`src/rtl/cyc5_pkg.sv`:
```
package cyc5_pkg;

    localparam int STATE_W = 3;

    typedef enum logic [STATE_W-1:0] {
        S_ZERO    = 3'b000,
        S_STRAY_1 = 3'b001,
        S_TWO     = 3'b010,
        S_THREE   = 3'b011,
        S_STRAY_4 = 3'b100,
        S_FIVE    = 3'b101,
        S_SIX     = 3'b110,
        S_STRAY_7 = 3'b111
    } cyc_state_e;

endpackage

```
`src/rtl/cyc5_next_state.sv`:
```
module cyc5_next_state
    import cyc5_pkg::*;
(
    input  cyc_state_e cur,
    output cyc_state_e nxt
);

    always_comb begin
        unique case (cur)
            S_ZERO:    nxt = S_TWO;     // zero-to-two
            S_TWO:     nxt = S_THREE;   // two-to-three
            S_THREE:   nxt = S_FIVE;    // three-to-five
            S_FIVE:    nxt = S_SIX;     // five-to-six
            S_SIX:     nxt = S_ZERO;    // wrap
            S_STRAY_1: nxt = S_ZERO;    // recovery
            S_STRAY_4: nxt = S_ZERO;    // recovery
            S_STRAY_7: nxt = S_ZERO;    // recovery
            default:   nxt = S_ZERO;
        endcase
    end

endmodule

```
`src/rtl/cyc5_state_reg.sv`:
```
module cyc5_state_reg
    import cyc5_pkg::*;
#(
    parameter logic [STATE_W-1:0] POWERUP_CODE = 3'b000
)
(
    input  logic       clk,
    input  logic       rst,
    input  logic       en,
    input  cyc_state_e nxt,
    output cyc_state_e cur
);

    cyc_state_e state_q = cyc_state_e'(POWERUP_CODE);

    always_ff @(posedge clk) begin
        if (rst) begin
            state_q <= S_ZERO;
        end else if (en) begin
            state_q <= nxt;
        end
    end

    assign cur = state_q;

endmodule

```
`src/rtl/cyc5_out_map.sv`:
```
module cyc5_out_map
    import cyc5_pkg::*;
(
    input  cyc_state_e             cur,
    output logic [STATE_W-1:0]     code
);

    always_comb begin
        code = cur;
    end

endmodule

```
`src/rtl/cyc5_counter.sv`:
```
module cyc5_counter
    import cyc5_pkg::*;
#(
    parameter logic [STATE_W-1:0] POWERUP_CODE = 3'b000
)
(
    input  logic               clk,
    input  logic               rst,
    input  logic               cnt_en,
    output logic [STATE_W-1:0] q
);

    cyc_state_e cur_state;
    cyc_state_e nxt_state;

    cyc5_next_state u_next (
        .cur (cur_state),
        .nxt (nxt_state)
    );

    cyc5_state_reg #(
        .POWERUP_CODE (POWERUP_CODE)
    ) u_reg (
        .clk (clk),
        .rst (rst),
        .en  (cnt_en),
        .nxt (nxt_state),
        .cur (cur_state)
    );

    cyc5_out_map u_out (
        .cur  (cur_state),
        .code (q)
    );

endmodule

```
`config.mk`:
```
export PLATFORM = sky130hd
export DESIGN_NAME = cyc5_counter
export DESIGN_NICKNAME = d
export VERILOG_FILES = /design/src/rtl/cyc5_pkg.sv /design/src/rtl/cyc5_next_state.sv /design/src/rtl/cyc5_state_reg.sv /design/src/rtl/cyc5_out_map.sv /design/src/rtl/cyc5_counter.sv
export SDC_FILE = /design/constraint.sdc
export NUM_CORES = 1
export LEC_CHECK = 0
export BUFFER_PORTS_ARGS = -buffer_cell sky130_fd_sc_hd__buf_2
export CAP_MARGIN = 10
export CORE_AREA = 10 10 47 49
export CTS_CLUSTER_DIAMETER = 80
export DETAILED_ROUTE_END_ITERATION = 12
export DIE_AREA = 0 0 57 59
export PLACE_DENSITY_LB_ADDON = 0.25
export SYNTH_ARGS = -nofsm -noshare
export SYNTH_HDL_FRONTEND = slang
export SYNTH_SLANG_ARGS = --single-unit
```
`constraint.sdc`:
```
create_clock -name clk -period 1 [get_ports clk]
set_clock_uncertainty 0.1 [all_clocks]
set_input_delay 0.3 -clock clk [delete_from_list [all_inputs] [get_ports clk]]
set_output_delay 0.3 -clock clk [all_outputs]
set_load 0.01 [all_outputs]
```
==> metrics.md <==
| Metric | Value |
|---|---|
| Vias per Instance | about 3.4 |
| Peak supply drop | ~0.66 mV |
| CP Depth | 1 |
| Syn Nets | 18 |
| Antenna violations before repair | 0 |
| Crit path max-delay family | flip-flops |
| Share of the synthesized area in the top cell type | 44.9% |
| FF+latch count, synth | 3 |
| Core region area | 1400 µm² |
| # IOs | 6 |
| Fin crit period | 1100 ps |
| Crit end category | primary output |
| Worst path slowest cell | dfxtp_4 |
| Synth top cells by count | 3 x dfxtp_1, 2 x a21oi_1, 2 x nor2_1, 2 x o21ai_0 |
| Buf/Inv on CP | 1 |
| Final slew viol count | 0 |
| YS warnings | 0 |
| Flop pwr share | approximately a third |
| Post-Route WL | 351 µm |
| Post-Syn Instances | 15 |
| Net Sw Power | a little under 0.09 mW |
| Clk root buf | clkbuf_4 |
| Setup repair after global routing missed its margin | true |
| Largest register FFs | 3 |
| Worst slew pin tran | 175 ps |
| CTS tree | done |
| Final core occ | between 15 and 20% |
| Fraction of layout cells with a size suffix above 1 | between 60% and 70% |
| Worst-Skew Late Latency | around 230 ps |
| Hold WC Path Type | in2reg |
| Status | complete, but fails checks |
| Fmax | about 0.9 GHz |
| Chip Width | 57 µm |
| Clock-pin slew on the worst setup and hold paths | ~40 ps |
| Detail Route Antenna Nets | 0 |
| Max cap viols | 0 |
| PwrDens | 1600 nW/µm² |
| Setup Total Neg Slack | -271 ps |
| Vias in the first global route | about 130 |
| Worst Path Max Fanout | 5 |
| Residual overflow from global routing | 0 |
| Crit start category | flop |
| Mapped cell area | 134 µm² |
| Drt wl/cell | 8.56 µm |
| Logic pwr share | 12.6% |
| Routability Congestion | 0.614 |
| Lkg Pwr | 0.104 nW |
| Largest net degree at the start of global routing | 6 |
| Hold depth | 2 |
| Die area | 3360 µm² |
| Top_reg_cell synth | dfxtp_1 |
| R2R depth | 4 |
| Tot Pwr | a little under 0.4 mW |
| DRC Markers | 0 |
| All-layer global routing usage | 2.77% |
| Row count | 14 |
| Biggest cell delay along the critical path | between 300 and 400 ps |
| Final setup viols | 4 |
| TritonCTS Buffers | 3 |
| Register area share after synthesis | between 40% and 50% |
| Drt pass-1 iters | 2 |
| Area grow syn2layout | 82.2% |
| Critical path required time | 600 ps |
| Diode count | 0 |
| Failing checks | negative setup slack |
| CTS H-tree lvls | 1 |
| Yosys cell types | 10 |
| Non-Filler Instances | 41 |
| Vias | 141 |
| Initial Utilization | 9.55% |
| Height of the die | 59 µm |
| Clk pwr share | a little over half |
| Final Cycle Share | 110% |
| Iter 0 DRT Violations | 8 |
| Crit path cell chain | buf_6 |
| Port Buffers | 5 |
| WS Path Type | reg2out |
| EDFF count, synth | 0 |
| Worst EP arrival | 700 ps |
| NumNets Final | 29 |
| Mean post-synth cell area | roughly 8.9 µm² |
| DP Cell Count | 36 |
| Clk buf depth | 2 |
| Worst Slack Setup Final | -96.9 ps |
| Post-synth top area cell | dfxtp_1 |
| Rel. slew slack | between 80% and 90% |
| Int Power | 0.302 mW |
| Final Hold Fails | 0 |
| Sw frac | between 20% and 30% |
| Clock sinks | 3 |
| Async S/R FF share, synth | 0% |
| First-pass GRT wire length | 593 µm |
| Most common cell in the netlist | dfxtp_1 |
| Top cells by area, synth | dfxtp_1 45%, a21oi_1 7.5%, mux2i_1 7.5% |
## final timing paths
check	endpoint	startpoint	slack, ps
max reg2reg	u_reg.cur[0]	u_reg.cur[1]	-10
max	q[0]	u_reg.cur[0]	-100
min	u_reg.cur[0]	rst	160
min reg2reg	u_reg.cur[2]	u_reg.cur[0]	420
## cell usage in the layout, fill, tap and decap left out
cell type and count:
clkbuf_4 3, mux2i_1 1, inv_1 1, nor2_1 2, clkbuf_1 1, buf_2 2
nor3_2 1, nand3_1 1, o21ai_0 2, and2b_2 1, a21oi_1 2, nor2b_2 1
buf_6 4, dfxtp_2 1, dfxtp_4 2
## power by group through the flow
stage          registers (mW)  clock network, mW  logic, mW
2_1_floorplan           0.137                  0     0.0158
3_3_place_gp            0.134                  0     0.0340
3_5_place_dp            0.135                  0     0.0339
4_1_cts                 0.134              0.226     0.0489
5_1_grt                 0.131              0.243     0.0551
6_report                0.130              0.211     0.0490
## per-stage QoR
step           hold WS (ps)  setup WS, ps  instance area, µm²
2_1_floorplan           269          2.14                 134
3_3_place_gp            404          14.2                 179
3_5_place_dp            408          9.78                 179
4_1_cts                 146          -111                 239
5_1_grt                 157          -127                 244
6_report                161         -96.9                 244
## kinds of logic (layout without fill, tap and decap cells)
| logic type | after synthesis | in the layout | share of synthesized area (%) |
|---|---|---|---|
| compound gates | 4 | 4 | 15.0 |
| flops | 3 | 3 | 44.9 |
| mux | 1 | 1 | 7.48 |
| simple gates | 6 | 6 | 29.9 |
| buf+inv | 1 | 11 | 2.80 |
## worst reg2reg max path: cells and delay by family, from the launching register on
family                 cells  cell delay (ps)
buffers and inverters      1              110
flip-flops                 1              320
AND/OR/NAND/NOR            2              240
multiplexers               1              130
## layer usage
metal / global-route usage [%] / vias up / share of wire (%)
li1: - / 71 / -
met1: 2.61 / 60 / 49
met2: 1.55 / 8 / 25
met3: 5.58 / 2 / 25
met4: 2.01 / 0 / 1.1
met5: 0 / - / 0
## area by class of cell
| type | instances | area [µm²] |
|---|---|---|
| clock buffer | 4 | 26.3 |
| sequential | 3 | 68.8 |
| timing repair buffer | 6 | 55.1 |
| multi-input combinational | 11 | 70.1 |
| inverter | 1 | 3.75 |
| tap | 16 | 20.0 |
| fill | 165 | 1160 |
## what timing repair did
| action | 4_1_cts | 5_1_grt |
|---|---|---|
| resized for setup | 7 | 2 |
| pin swaps | 1 | 1 |
| hold buffers | 0 | 0 |
| gates cloned | 0 | 0 |
| endpoints found under the setup margin | 4 | 6 |
| setup buffers | 1 | 0 |
Power figures use the tool's default switching activity.
